--- config.mk ---
export PLATFORM = sky130hd
export DESIGN_NAME = mouse_pkt_enc
export DESIGN_NICKNAME = d
export VERILOG_FILES = /design/src/rtl/pkt_pkg.sv /design/src/rtl/pkt_ctrl.sv /design/src/rtl/pkt_path.sv /design/src/rtl/mouse_pkt_enc.sv
export SDC_FILE = /design/constraint.sdc
export NUM_CORES = 1
export LEC_CHECK = 0
export ABC_AREA = 1
export BUFFER_PORTS_ARGS = -buffer_cell sky130_fd_sc_hd__buf_2
export CORE_MARGIN = 4
export CORE_UTILIZATION = 65
export CTS_BUF_LIST = sky130_fd_sc_hd__clkbuf_8 sky130_fd_sc_hd__clkbuf_16
export DETAILED_ROUTE_END_ITERATION = 6
export GPL_TIMING_DRIVEN = 0
export PLACE_DENSITY_LB_ADDON = 0.15
export SLEW_MARGIN = 25
export SYNTH_ARGS = -nofsm -noshare
export SYNTH_HDL_FRONTEND = slang
export SYNTH_HIERARCHICAL = 1
export SYNTH_SLANG_ARGS = --single-unit
--- constraint.sdc ---
create_clock -name clk -period 5.9 [get_ports clk]
set_input_delay 0.885 -clock clk [delete_from_list [all_inputs] [get_ports clk]]
set_output_delay 0.885 -clock clk [all_outputs]
set_load 0.05 [all_outputs]
--- src/rtl/pkt_pkg.sv ---
package pkt_pkg;

  localparam int PKT_LEN = 5;

  typedef enum logic [1:0] {
    SEL_BTN  = 2'd0,
    SEL_X    = 2'd1,
    SEL_Y    = 2'd2,
    SEL_ZERO = 2'd3
  } byteSel_e;

  typedef struct packed {
    logic     capture;
    logic     push;
    byteSel_e sel;
  } ctrlStrb_t;

endpackage

--- src/rtl/pkt_ctrl.sv ---
module pkt_ctrl
  import pkt_pkg::*;
(
  input  logic      clk,
  input  logic      rstN,
  input  logic      clrAll,
  input  logic      evtValid,
  output ctrlStrb_t strb,
  output logic      busy
);

  localparam int IDX_W = $clog2(PKT_LEN);
  localparam logic [IDX_W-1:0] LAST_IDX = IDX_W'(PKT_LEN - 1);

  typedef enum logic {ST_IDLE, ST_RUN} seqState_e;

  seqState_e        state;
  logic [IDX_W-1:0] idx;

  always_ff @(posedge clk or negedge rstN) begin
    if (!rstN) begin
      state <= ST_IDLE;
      idx   <= '0;
    end else if (clrAll) begin
      state <= ST_IDLE;
      idx   <= '0;
    end else begin
      case (state)
        ST_IDLE: if (evtValid) begin
          state <= ST_RUN;
          idx   <= '0;
        end
        ST_RUN: begin
          if (idx == LAST_IDX) begin
            state <= ST_IDLE;
            idx   <= '0;
          end else begin
            idx <= idx + 1'b1;
          end
        end
        default: state <= ST_IDLE;
      endcase
    end
  end

  always_comb begin
    strb.capture = (state == ST_IDLE) && evtValid && !clrAll;
    strb.push    = (state == ST_RUN) && !clrAll;
    case (idx)
      IDX_W'(0): strb.sel = SEL_BTN;
      IDX_W'(1): strb.sel = SEL_X;
      IDX_W'(2): strb.sel = SEL_Y;
      default:   strb.sel = SEL_ZERO;
    endcase
  end

  assign busy = (state == ST_RUN);

  // an accepted event makes the block busy on the next cycle
  assert_busy_after_capture_R5: assert property (@(posedge clk) disable iff (!rstN)
    strb.capture |=> busy);

  // the fifth byte written is the last one of the packet
  assert_packet_end_R1: assert property (@(posedge clk) disable iff (!rstN)
    (busy && idx == LAST_IDX && !clrAll) |=> !busy);

  // a clear returns the sequencer to idle
  assert_clear_idle_R9: assert property (@(posedge clk) disable iff (!rstN)
    clrAll |=> !busy);

endmodule

--- src/rtl/pkt_path.sv ---
module pkt_path
  import pkt_pkg::*;
#(
  parameter int DELTA_W = 16,
  parameter int DEPTH   = 16
) (
  input  logic               clk,
  input  logic               rstN,
  input  logic               clrAll,
  input  ctrlStrb_t          strb,
  input  logic [DELTA_W-1:0] deltaX,
  input  logic [DELTA_W-1:0] deltaY,
  input  logic               btnLeft,
  input  logic               btnMid,
  input  logic               btnRight,
  input  logic               rdStrobe,
  output logic               byteAvail,
  output logic [7:0]         rdData
);

  localparam int EXT_W = DELTA_W + 1;
  localparam int PTR_W = (DEPTH > 1) ? $clog2(DEPTH) : 1;
  localparam int CNT_W = $clog2(DEPTH + 1);
  localparam logic signed [EXT_W-1:0] POS_LIM = EXT_W'(127);
  localparam logic signed [EXT_W-1:0] NEG_LIM = -EXT_W'(127);
  localparam logic [7:0] BTN_IDLE = 8'h87;
  localparam logic [PTR_W-1:0] PTR_LAST = PTR_W'(DEPTH - 1);
  localparam logic [CNT_W-1:0] CNT_FULL = CNT_W'(DEPTH);

  // Clipping of the motion values
  logic signed [EXT_W-1:0] xExt;
  logic signed [EXT_W-1:0] yNeg;
  logic [7:0] satX, satY, btnByte;

  always_comb begin
    xExt = {deltaX[DELTA_W-1], deltaX};
    yNeg = -$signed({deltaY[DELTA_W-1], deltaY});
    if (xExt > POS_LIM)      satX = 8'h7F;
    else if (xExt < NEG_LIM) satX = 8'h81;
    else                     satX = xExt[7:0];
    if (yNeg > POS_LIM)      satY = 8'h7F;
    else if (yNeg < NEG_LIM) satY = 8'h81;
    else                     satY = yNeg[7:0];
    btnByte = BTN_IDLE ^ {5'b0, btnLeft, btnMid, btnRight};
  end

  // Captured packet fields
  logic [7:0] capBtn, capX, capY;

  always_ff @(posedge clk or negedge rstN) begin
    if (!rstN) begin
      capBtn <= BTN_IDLE;
      capX   <= '0;
      capY   <= '0;
    end else if (strb.capture) begin
      capBtn <= btnByte;
      capX   <= satX;
      capY   <= satY;
    end
  end

  logic [7:0] pushByte;
  always_comb begin
    case (strb.sel)
      SEL_BTN: pushByte = capBtn;
      SEL_X:   pushByte = capX;
      SEL_Y:   pushByte = capY;
      default: pushByte = 8'h00;
    endcase
  end

  // Circular byte queue
  logic [PTR_W-1:0] wrPtr, rdPtr;
  logic [CNT_W-1:0] count;
  logic [7:0]       slots [DEPTH];
  logic             qFull, qEmpty, doPush, doPop;

  assign qFull  = (count == CNT_FULL);
  assign qEmpty = (count == '0);
  assign doPush = strb.push && !qFull;
  assign doPop  = rdStrobe && !qEmpty && !clrAll;

  for (genvar e = 0; e < DEPTH; e++) begin : g_slot
    always_ff @(posedge clk) begin
      if (doPush && wrPtr == PTR_W'(e)) slots[e] <= pushByte;
    end
  end

  always_ff @(posedge clk or negedge rstN) begin
    if (!rstN) begin
      wrPtr <= '0;
      rdPtr <= '0;
      count <= '0;
    end else if (clrAll) begin
      wrPtr <= '0;
      rdPtr <= '0;
      count <= '0;
    end else begin
      if (doPush) wrPtr <= (wrPtr == PTR_LAST) ? '0 : wrPtr + 1'b1;
      if (doPop)  rdPtr <= (rdPtr == PTR_LAST) ? '0 : rdPtr + 1'b1;
      case ({doPush, doPop})
        2'b10:   count <= count + 1'b1;
        2'b01:   count <= count - 1'b1;
        default: count <= count;
      endcase
    end
  end

  assign byteAvail = !qEmpty;
  assign rdData    = qEmpty ? 8'h00 : slots[rdPtr];

  // a full queue stays full while nothing is read
  assert_no_overflow_R6: assert property (@(posedge clk) disable iff (!rstN)
    (qFull && !rdStrobe && !clrAll) |=> qFull);

  // an empty queue stays empty when nothing is written
  assert_empty_stays_R7: assert property (@(posedge clk) disable iff (!rstN)
    (!byteAvail && !strb.push && !clrAll) |=> !byteAvail);

  // clear empties the queue
  assert_clear_empty_R9: assert property (@(posedge clk) disable iff (!rstN)
    clrAll |=> !byteAvail);

endmodule

--- src/rtl/mouse_pkt_enc.sv ---
module mouse_pkt_enc
  import pkt_pkg::*;
#(
  parameter int DELTA_W = 16,
  parameter int DEPTH   = 16
) (
  input  logic               clk,
  input  logic               rstN,
  input  logic               clrAll,
  input  logic               evtValid,
  input  logic [DELTA_W-1:0] deltaX,
  input  logic [DELTA_W-1:0] deltaY,
  input  logic               btnLeft,
  input  logic               btnMid,
  input  logic               btnRight,
  output logic               busy,
  output logic               byteAvail,
  output logic [7:0]         rdData,
  input  logic               rdStrobe
);

  ctrlStrb_t strb;

  pkt_ctrl u_ctrl (
    .clk      (clk),
    .rstN     (rstN),
    .clrAll   (clrAll),
    .evtValid (evtValid),
    .strb     (strb),
    .busy     (busy)
  );

  pkt_path #(.DELTA_W(DELTA_W), .DEPTH(DEPTH)) u_path (
    .clk       (clk),
    .rstN      (rstN),
    .clrAll    (clrAll),
    .strb      (strb),
    .deltaX    (deltaX),
    .deltaY    (deltaY),
    .btnLeft   (btnLeft),
    .btnMid    (btnMid),
    .btnRight  (btnRight),
    .rdStrobe  (rdStrobe),
    .byteAvail (byteAvail),
    .rdData    (rdData)
  );

endmodule

==> impl_metrics.yaml <==
status:
  outcome: "completed"
worst_setup_path:
  path_max_fanout: 10
  crit_path_end_kind: "primary output"
  cp-start-kind: "register"
  arrival_ns: 2.75
  worstPathRequired_ns: 5.02
  critPathTopFamily: "buffers and inverters"
  path_cells: "buf_2 > inv_1 > clkbuf_1 > o21ai_0 > o22ai_1 > nand2_1 > a211oi_1 > buf_2"
  max_stage_delay_ns: 0.42
  slowest_stage: "clkbuf_1"
  path_class: "register to primary output"
  crit_path_frequent_cell: "buf_2"
  path_buf_inv: 4
grt:
  grt_max_degree: 37
  grt_overflow: 0
  track_usage_pct: 27.31
  grt_pass1_wl_um: 27880
  grt_pass1_vias: 5786
  antenna_found_initial: 0
clock_network:
  cts_tree: "done"
  post_cts_buffers: 0
  path_clk_slew_ns: 0.06
  cts.sinks: 164
  ctsHoldBuffers: 0
  cts_root_buf: "clkbuf_16"
  htreeDepth: 4
  cts-resized-gates: 0
  cts_buffer_depth: 2
  cts_buffers: 17
  clk_latency_ns: 0.43
sta:
  finalSetupViolations: 0
  fin_ws_ns: 2.264
  clock_skew_ns: 0.01351
  period_share_pct: 61.63
  hold_viol_final: 0
  slew_violations: 0
  fin_setup_tns_ns: 0
  layout_min_cycle_time_ns: 3.636
  rsz0062_at_grt: "no"
  relSlewSlack_pct: 42.82
  fmax_ghz: 0.2750
  tightest_slew_ns: 0.8545
pwr:
  power.share.switching_pct: 36.55
  power.internal_uw: 2214
  p_leak_uw: 0.003472
  switching_power_uw: 1275
  pwr-share-clk_pct: 27.9
  peakVddDrop_mv: 0.2623
  p_seq_share_pct: 39.9
  power_frac_comb_pct: 32.2
  power_density_nw_per_um2: 401.8
place:
  hpwl_um: 12340
  portBuffers: 49
  place_congestion: 0.8736
  place_ws_ns: 2.694
synth:
  synth_fp_nets: 816
  synthFlopType: "edfxtp_1"
  synthTopCellsByArea: "edfxtp_1 50%, dfrtp_1 11%, nand2_1 8.9%"
  synth_edf_count: 128
  netlist_top_cells_count: "182 x nand2_1, 128 x edfxtp_1, 92 x nor2_1"
  ys_seq_area_share_pct: 61.74
  synthesis.area_sq_um: 7691
  syn_area_per_cell_sq_um: 10.11
  ys_types: 39
  async_flop_share_pct: 21.95
  synthCells: 761
  yosysWarnings: 6
  yosysTopAreaCell: "edfxtp_1"
  synth-seq-cells: 164
  synth_top_area_share_pct: 49.98
  synthMostInstantiatedCell: "nand2_1"
detailed_routing:
  first_pass_iters: 5
  dr.first_iter.drc_count: 522
  wl_per_cell_um: 17.79
  viasPerCell: 5.958
  vias: 5892
  drc: 0
  ant_nets: 0
  wl_um: 17590
worst_hold_path:
  hp-class: "register to register"
cells_and_area:
  fill_cells: 804
  syn2layout_area_growth_pct: 12.92
  drive_gt1_share_pct: 13.00
  num_antenna_cells: 0
  nets: 888
die:
  fp-row-count: 39
  die_w_um: 116.8
  coreArea_sq_um: 11520
  die-area_sq_um: 13640
  initial_utilization_pct: 66.79
  die_h_um: 116.8
  num_io_pins: 50
run:
  cap_viol_max_count: 0
## path summary, 6_finish.rpt
check,start,endpoint,slack [ns],cells past startpoint
max,u_path/rdPtr[1]$_DFFE_PN0P_,rdData[4],2.26,8
min,u_path/capX[7]$_DFFE_PN0P_,u_path/capX[7]$_DFFE_PN0P_,0.49,2
max reg2reg,u_path/count[1]$_DFFE_PN0P_,u_path/count[4]$_DFFE_PN0P_,3.08,11
min reg2reg,u_path/capX[7]$_DFFE_PN0P_,u_path/capX[7]$_DFFE_PN0P_,0.49,2
max in group asynchronous,rstN,u_path/capX[1]$_DFFE_PN0P_,4.85,1
min in group asynchronous,rstN,u_path/count[2]$_DFFE_PN0P_,0.54,1
## logic make-up (layout without fill, tap and decap cells)
logic type | after synthesis | count (layout) | share of synthesized area [%]
adders and majority gates | 15 | 15 | 2.538
and+or+nand+nor | 339 | 339 | 18.55
muxes | 16 | 16 | 2.082
buffers and inverters | 83 | 168 | 4.181
AOI/OAI and AO/OA | 138 | 138 | 10.23
xor gates and xnor gates | 6 | 6 | 0.6833
DFF | 164 | 164 | 61.74
## final cells by class
type	instances	area, sq um	share of cell area [%]
Clock inverter	15	100.1	1.153
Buffer	24	100.1	1.153
Tap cell	143	178.9	2.060
Clock buffer	17	425.4	4.898
Inverter	59	221.5	2.550
Multi-Input combinational cell	514	2636	30.36
Timing Repair Buffer	53	274.0	3.155
Sequential cell	164	4748	54.68
## tightest hold or removal path: cells and delay by family (launching register included)
kind	cells	cell delay, ns
flip-flops	1	0.36
AND/OR/NAND/NOR	2	0.11
## registers in the layout (all words and copies together), names as in the netlist, 3 cells and up
signal,flops
u_path/count,5
u_path/capY,8
u_path/rdPtr,4
u_path/capX,8
u_path/slots,128
u_path/wrPtr,4
u_path/capBtn,3
u_ctrl/idx,3
## power by group through the flow
stage	Clock (uW)	Sequential, uW	Combinational (uW)
floorplan	0	1410	762
global placement	0	1410	1050
detailed placement	0	1410	1100
CTS	986	1390	1110
global route	1050	1400	1210
finish	975	1390	1120
## metrics by stage
step           total power (uW)  hold slack [ns]  area, sq um  util (%)  cells
6_report                   3490           0.4912         8685     75.41    989
5_1_grt                    3652           0.5203         8685     75.41    989
4_1_cts                    3487           0.4962         8685     75.41    989
3_5_place_dp               2516           0.4802         8159     70.85    957
3_3_place_gp               2463           0.4629         8115     70.47    953
2_1_floorplan              2167           0.4432         7691         -    761
## layer usage
| layer | GRT usage, % | wire length, um | vias up |
|---|---|---|---|
| li1 | - | - | 2790 |
| met5 | 0 | 0 | - |
| met3 | 6.530 | 1393 | 38 |
| met1 | 33.05 | 6853 | 2819 |
| met2 | 47.59 | 8979 | 245 |
| met4 | 10.47 | 364 | 0 |
## cell usage in the layout (no fill, tap or decap), drive strengths merged, types with 4 or more instances in the layout
master,n
a211oi,8
a21oi,31
buf,58
clkbuf,36
clkinv,11
dfrtp,33
edfxtp,128
ha,14
inv,60
mux2i,16
nand2,190
nand3,24
nand4,7
nor2,100
nor3,13
nor4,4
o21ai,64
o221ai,8
o22ai,20
xor2,4
Power figures use the tool's default switching activity.
